File: src/rtl/mb_pkg.sv
package mb_pkg;
  localparam int ADDR_W    = 24;
  localparam int DATA_W    = 16;
  localparam int OFF_W     = 6;
  localparam int NUM_CARDS = 3;
  localparam int CARD_W    = $clog2(NUM_CARDS);
  localparam int BYTE_W    = 8;

  localparam logic [ADDR_W-1:0] SEL_ADDR  = 24'h100004;
  localparam logic [ADDR_W-1:0] ID_ADDR   = 24'h100006;
  localparam logic [ADDR_W-1:0] DATA_ADDR = 24'h100008;

  localparam logic [DATA_W-1:0] ID_VALUE  = 16'h0004;
  localparam logic [DATA_W-1:0] BLANK     = 16'hFFFF;

  localparam logic [DATA_W-1:0] CARD_CODE [NUM_CARDS] = '{16'h1700, 16'h1D00, 16'h3500};

  typedef struct packed {
    logic selWr;
    logic cmdWr;
    logic fetchHi;
    logic fetchLo;
    logic latchRd;
    logic consume;
  } mbStrobe_t;

  typedef enum logic [1:0] {ST_IDLE, ST_FETCH_HI, ST_FETCH_LO, ST_ACK} mbState_t;
endpackage

File: src/rtl/mb_ctrl.sv
module mb_ctrl
  import mb_pkg::*;
(
  input  logic              clk,
  input  logic              rst_n,
  input  logic [ADDR_W-1:0] regAddr,
  input  logic              regWrEn,
  input  logic              regRdEn,
  input  logic              cmdValid,
  input  logic              cardOk,
  output mbStrobe_t         strb,
  output logic              regReady
);
  mbState_t state, nextState;

  always_comb begin
    strb = '0;
    nextState = state;
    unique case (state)
      ST_IDLE: begin
        if (regWrEn) begin
          strb.selWr = (regAddr == SEL_ADDR);
          strb.cmdWr = (regAddr == DATA_ADDR);
          nextState  = ST_ACK;
        end else if (regRdEn) begin
          if (regAddr == DATA_ADDR && cmdValid && cardOk) begin
            nextState = ST_FETCH_HI;
          end else begin
            strb.latchRd = 1'b1;
            strb.consume = (regAddr == DATA_ADDR) && cmdValid;
            nextState    = ST_ACK;
          end
        end
      end
      ST_FETCH_HI: begin
        strb.fetchHi = 1'b1;
        nextState    = ST_FETCH_LO;
      end
      ST_FETCH_LO: begin
        strb.fetchLo = 1'b1;
        strb.consume = 1'b1;
        nextState    = ST_ACK;
      end
      default: nextState = ST_IDLE;
    endcase
  end

  always_ff @(posedge clk or negedge rst_n) begin
    if (!rst_n) state <= ST_IDLE;
    else        state <= nextState;
  end

  assign regReady = (state == ST_ACK);

  AST_READY_PULSE: assert property (@(posedge clk) disable iff (!rst_n)
    regReady |=> !regReady);
  AST_FETCH_NEEDS_CARD: assert property (@(posedge clk) disable iff (!rst_n)
    (state == ST_IDLE && regRdEn && !regWrEn && regAddr == DATA_ADDR && !cardOk) |=> state == ST_ACK);
endmodule

File: src/rtl/mb_datapath.sv
module mb_datapath
  import mb_pkg::*;
(
  input  logic                 clk,
  input  logic                 rst_n,
  input  mbStrobe_t            strb,
  input  logic [ADDR_W-1:0]    regAddr,
  input  logic [DATA_W-1:0]    regWrData,
  input  logic [NUM_CARDS-1:0] slotPresent,
  input  logic [NUM_CARDS-1:0] cardHasEeprom,
  input  logic [BYTE_W-1:0]    eeData,
  output logic [DATA_W-1:0]    regRdData,
  output logic                 cmdValid,
  output logic                 cardOk,
  output logic                 eeReq,
  output logic [CARD_W-1:0]    eeCard,
  output logic [OFF_W-1:0]     eeAddr
);
  logic [DATA_W-1:0]    selReg;
  logic [OFF_W-1:0]     offset;
  logic                 cmdPtr;
  logic [NUM_CARDS-1:0] codeHit;
  logic [CARD_W-1:0]    cardIdx;

  for (genvar c = 0; c < NUM_CARDS; c++) begin : g_code
    assign codeHit[c] = (selReg == CARD_CODE[c]);
  end

  always_comb begin
    cardIdx = '0;
    for (int c = 0; c < NUM_CARDS; c++)
      if (codeHit[c]) cardIdx = CARD_W'(c);
  end

  assign cardOk = |(codeHit & cardHasEeprom);
  assign eeReq  = strb.fetchHi | strb.fetchLo;
  assign eeCard = cardIdx;
  assign eeAddr = strb.fetchLo ? offset + OFF_W'(1) : offset;

  always_ff @(posedge clk or negedge rst_n) begin
    if (!rst_n) begin
      selReg   <= '0;
      offset   <= '0;
      cmdPtr   <= 1'b0;
      cmdValid <= 1'b0;
    end else begin
      if (strb.selWr) selReg <= regWrData;
      if (strb.cmdWr) begin
        if (!cmdPtr) offset <= regWrData[OFF_W-1:0];
        else         cmdValid <= 1'b1;
        cmdPtr <= ~cmdPtr;
      end else if (strb.consume) begin
        cmdValid <= 1'b0;
      end
    end
  end

  always_ff @(posedge clk or negedge rst_n) begin
    if (!rst_n) begin
      regRdData <= '0;
    end else if (strb.latchRd) begin
      if (regAddr == SEL_ADDR)       regRdData <= BLANK & ~DATA_W'(slotPresent);
      else if (regAddr == ID_ADDR)   regRdData <= ID_VALUE;
      else if (regAddr == DATA_ADDR) regRdData <= BLANK;
      else                           regRdData <= '0;
    end else if (strb.fetchHi) begin
      regRdData[DATA_W-1:BYTE_W] <= eeData;
    end else if (strb.fetchLo) begin
      regRdData[BYTE_W-1:0] <= eeData;
    end
  end

  AST_ADDR_WRAP: assert property (@(posedge clk) disable iff (!rst_n)
    strb.fetchHi |=> (strb.fetchLo && eeAddr == $past(eeAddr) + OFF_W'(1)));
  AST_ONE_SHOT: assert property (@(posedge clk) disable iff (!rst_n)
    (strb.consume && !strb.cmdWr) |=> !cmdValid);
  AST_ARM_ON_SECOND: assert property (@(posedge clk) disable iff (!rst_n)
    $rose(cmdValid) |-> $past(strb.cmdWr));
  AST_SEL_KEEPS_PTR: assert property (@(posedge clk) disable iff (!rst_n)
    strb.selWr |=> $stable(cmdPtr));
  AST_ID_CONST: assert property (@(posedge clk) disable iff (!rst_n)
    (strb.latchRd && regAddr == ID_ADDR) |=> regRdData == 16'h0004);
endmodule

File: src/rtl/eeprom_mailbox.sv
module eeprom_mailbox
  import mb_pkg::*;
(
  input  logic                 clk,
  input  logic                 rst_n,
  input  logic [ADDR_W-1:0]    regAddr,
  input  logic                 regWrEn,
  input  logic                 regRdEn,
  input  logic [DATA_W-1:0]    regWrData,
  output logic [DATA_W-1:0]    regRdData,
  output logic                 regReady,
  input  logic [NUM_CARDS-1:0] slotPresent,
  input  logic [NUM_CARDS-1:0] cardHasEeprom,
  output logic                 eeReq,
  output logic [CARD_W-1:0]    eeCard,
  output logic [OFF_W-1:0]     eeAddr,
  input  logic [BYTE_W-1:0]    eeData
);
  mbStrobe_t strb;
  logic      cmdValid;
  logic      cardOk;

  mb_ctrl u_ctrl (
    .clk(clk), .rst_n(rst_n), .regAddr(regAddr), .regWrEn(regWrEn),
    .regRdEn(regRdEn), .cmdValid(cmdValid), .cardOk(cardOk),
    .strb(strb), .regReady(regReady)
  );

  mb_datapath u_dp (
    .clk(clk), .rst_n(rst_n), .strb(strb), .regAddr(regAddr),
    .regWrData(regWrData), .slotPresent(slotPresent),
    .cardHasEeprom(cardHasEeprom), .eeData(eeData), .regRdData(regRdData),
    .cmdValid(cmdValid), .cardOk(cardOk), .eeReq(eeReq), .eeCard(eeCard),
    .eeAddr(eeAddr)
  );
endmodule

File: config.mk
export PLATFORM = sky130hd
export DESIGN_NAME = eeprom_mailbox
export DESIGN_NICKNAME = d
export VERILOG_FILES = /design/src/rtl/mb_pkg.sv /design/src/rtl/mb_ctrl.sv /design/src/rtl/mb_datapath.sv /design/src/rtl/eeprom_mailbox.sv
export SDC_FILE = /design/constraint.sdc
export NUM_CORES = 1
export LEC_CHECK = 0
export CORE_MARGIN = 8
export CORE_UTILIZATION = 47
export CTS_CLUSTER_DIAMETER = 60
export CTS_CLUSTER_SIZE = 20
export DETAILED_ROUTE_END_ITERATION = 10
export HOLD_SLACK_MARGIN = 0.05
export PLACE_DENSITY = 0.94
export SYNTH_ARGS = -nofsm -noshare
export SYNTH_HDL_FRONTEND = slang
export SYNTH_SLANG_ARGS = --single-unit
File: constraint.sdc
create_clock -name clk -period 4.65 [get_ports clk]
set_clock_uncertainty 0.05 [all_clocks]
set_input_delay 0.465 -clock clk [delete_from_list [all_inputs] [get_ports clk]]
set_output_delay 0.465 -clock clk [all_outputs]
set_load 0.005 [all_outputs]
==> results.md <==
- Placed instance count: 319
- Drt via density: 5.70
- CP Buf/Inv Count: 1
- Worst R2R Setup Slack: 2320 ps
- Cell taking the most area after synthesis: dfrtp_1
- TNS Setup: 0 ps
- TritonCTS buffer count: 5
- Placer Congestion: 0.803
- Fin util: 69.4%
- Setup crit end kind: output pin
- Setup crit start kind: flop
- Worst-path clk slew: 80 ps
- Unrepaired setup endpoints after global routing: false
- Die span in x: 84.4 µm
- Share of the synthesized area in the top cell type: 47.8%
- Post_cts resized: 0
- Critical Path Slowest Stage Cell: clkdlybuf4s50_1
- Sequential fraction of the synthesis area: 47.8%
- VDD IR-drop max: 0.232 mV
- Overall routed net length: 5820 µm
- Worst-path maximum fanout: 3
- Required @ worst endpoint: 4140 ps
- Vias in the first global route: 2053
- Root Buffer: clkbuf_8
- Synth Area per Inst: 11.8 µm²
- Relative slew slack: 34.6%
- Nets: 336
- Top cells by area, synth: dfrtp_1, mux2_2, mux2i_1, ha_1, o221a_2
- Gate Count Post-Synth: 186
- Clk buf depth: 2
- Critical path launch point: u_dp.selReg[5]
- Setup violations, final: 0
- Minimum clock period: 2790 ps
- Ys flop type: dfrtp_1
- Routed len/inst: 17.8 µm
- Most numerous cell in the Yosys netlist: dfrtp_1
- Leakage: 1.39 nW
- Synth unique cells: 43
- Final Hold Viols: 0
- ANT nets after route: 0
- Period utilization: 59.9%
- ANT cells: 0
- Number of flops mapped to enable cells by yosys: 0
- HPWL Detailed: 4610 µm
- Remaining Overflow, GRT: 0
- Initial Utilization: 47.5%
- Die area: 0.00712 mm²
- I/O Buffers: 83
- DRT iter0 DRCs: 91
- Synth cell count leaders: dfrtp_1, mux2_2, a21oi_1
- Layout cells sized above 1: 16.5%
- Initial antenna violation count: 0
- Remaining DRCs: 0
- Sequential Area: 0.00105 mm²
- Hold_buf cts: 0
- # IOs: 84
- Pin count of the biggest net entering global routing: 43
- FILL cells: 354
- Core Rows: 25
- CTS tree: done
- Htree depth: 2
- Final Instance Count excl. Fillers: 327
- Multi-input logic area: 0.00111 mm²
- Crit-path leading delay family: simple AND/OR/NAND/NOR gates
- Clk sinks: 42
- Yosys warning count: 0
- Asr flop ratio synth: 100%
- Post-Syn Area: 0.00220 mm²
- Postcts setup bufs: 0
- Status: completed
- Die height: 84.4 µm
- Syn_nets: 250
- DR pass1 iterations: 4
- Slew Limit Fails: 0
- Worst-Skew Late Latency: 300 ps
- Gr usage total: 17.2%
- Crit path kind: reg -> out
- Area growth syn-to-layout: 46.0%
- Worst r2r src: u_ctrl.state[0]
- Global-route wire length before repair: 9810 µm
- Cell chain of the critical path: nor3_1, nand4_1, nor4b_1, clkdlybuf4s50_1
- CORE AREA: 0.00463 mm²
- Seq cells post-synth: 42
- Slew @ Worst Pin: 974 ps
- Maximum capacitance violations: 0
- Cell Pwr Density: 443 mW/mm²
- Worst hold path class: in -> async
- Routed vias: 1864
- Crit-path max cell delay: 600 ps
- Crit path DAT: 2270 ps
- Max Fclk: 359 MHz
power by group:
part           internal [mW]  switching (mW)  leakage (nW)  total, mW
combinational          0.335           0.232         0.777      0.567
clock                  0.229           0.126        0.0714      0.355
sequential             0.449          0.0517         0.543      0.500
total                   1.01           0.409          1.39       1.42
cell families after synthesis:
logic type                 count (synthesis)  synth area share, %
DFF                                       42                 47.8
xor gates and xnor gates                   6                 2.39
adders and majority gates                  6                 3.41
AOI/OAI and AO/OA                         37                 12.0
muxes                                     31                 15.4
buffers and inverters                      7                 1.59
and+or+nand+nor                           57                 17.4
through the flow:
stage / power [mW] / hold slack (ps) / worst slack (ps) / area, µm²
3_3_place_gp: 1.05 / 433 / 1740 / 3070
2_1_floorplan: 0.769 / 119 / 2490 / 2200
4_1_cts: 1.44 / 256 / 1820 / 3210
5_1_grt: 1.51 / 307 / 1700 / 3210
6_report: 1.42 / 240 / 1860 / 3210
3_5_place_dp: 1.08 / 439 / 1650 / 3070
path summary, 6_finish.rpt:
path                                    to  depth (start not counted)
setup / recovery                 eeCard[1]                          4
hold / removal             u_ctrl.state[0]                          1
setup reg to reg           u_dp.selReg[15]                          5
hold reg to reg             u_dp.selReg[8]                          1
max in group asynchronous  u_dp.selReg[11]                          1
min in group clk            u_dp.selReg[8]                          1
per-layer routing:
metal  share of wire (%)  wire length [µm]  global-route usage, %
met5                   0                 0                      0
met2                  50              2920                   28.9
met3                 5.7               332                   5.95
met1                  42              2460                   19.6
met4                 1.8               107                   6.31
worst reg2reg max path, delay by kind of cell, from the launching register on:
kind                     cells  cell delay, ps
multiplexers                 1             420
buffers and inverters        1             110
adder cells (fa/ha/maj)      1             280
flip-flops                   1             440
AND/OR/NAND/NOR              2             900
cell type report:
type,instances,share of cell area (%)
Sequential cell,42,32.7
Inverter,3,0.351
Tap cell,54,2.10
Multi-Input combinational cell,137,34.6
Clock buffer,6,2.57
Clock inverter,2,1.87
Timing Repair Buffer,83,25.7
cell usage in the layout, fill, tap and decap left out, types with 2 or more instances in the layout:
cell type,count
inv_1,3
and3_2,2
xor2_1,2
xnor2_1,4
ha_1,6
nor3b_1,4
clkbuf_8,6
a21oi_1,12
a2bb2oi_1,2
nand4_1,6
o211ai_1,2
clkdlybuf4s50_1,82
nor4b_1,2
o21ai_0,3
nor2_1,11
nor3_1,2
nor4_2,2
bufinv_16,2
o21bai_1,2
nor4_1,5
nand2b_1,5
a31oi_1,2
nand2_1,8
o22ai_1,2
o221a_2,6
a21o_1,2
nand4bb_1,2
dfrtp_1,42
mux2_2,23
mux2i_1,8
state kept, by name (all words and copies together) (netlist names):
| register | count |
|---|---|
| u_ctrl.state | 2 |
| u_dp.selReg | 16 |
| u_dp.regRdData | 16 |
| u_dp.offset | 6 |
| u_dp.cmdPtr | 1 |
| u_dp.cmdValid | 1 |
Power figures use the tool's default switching activity.
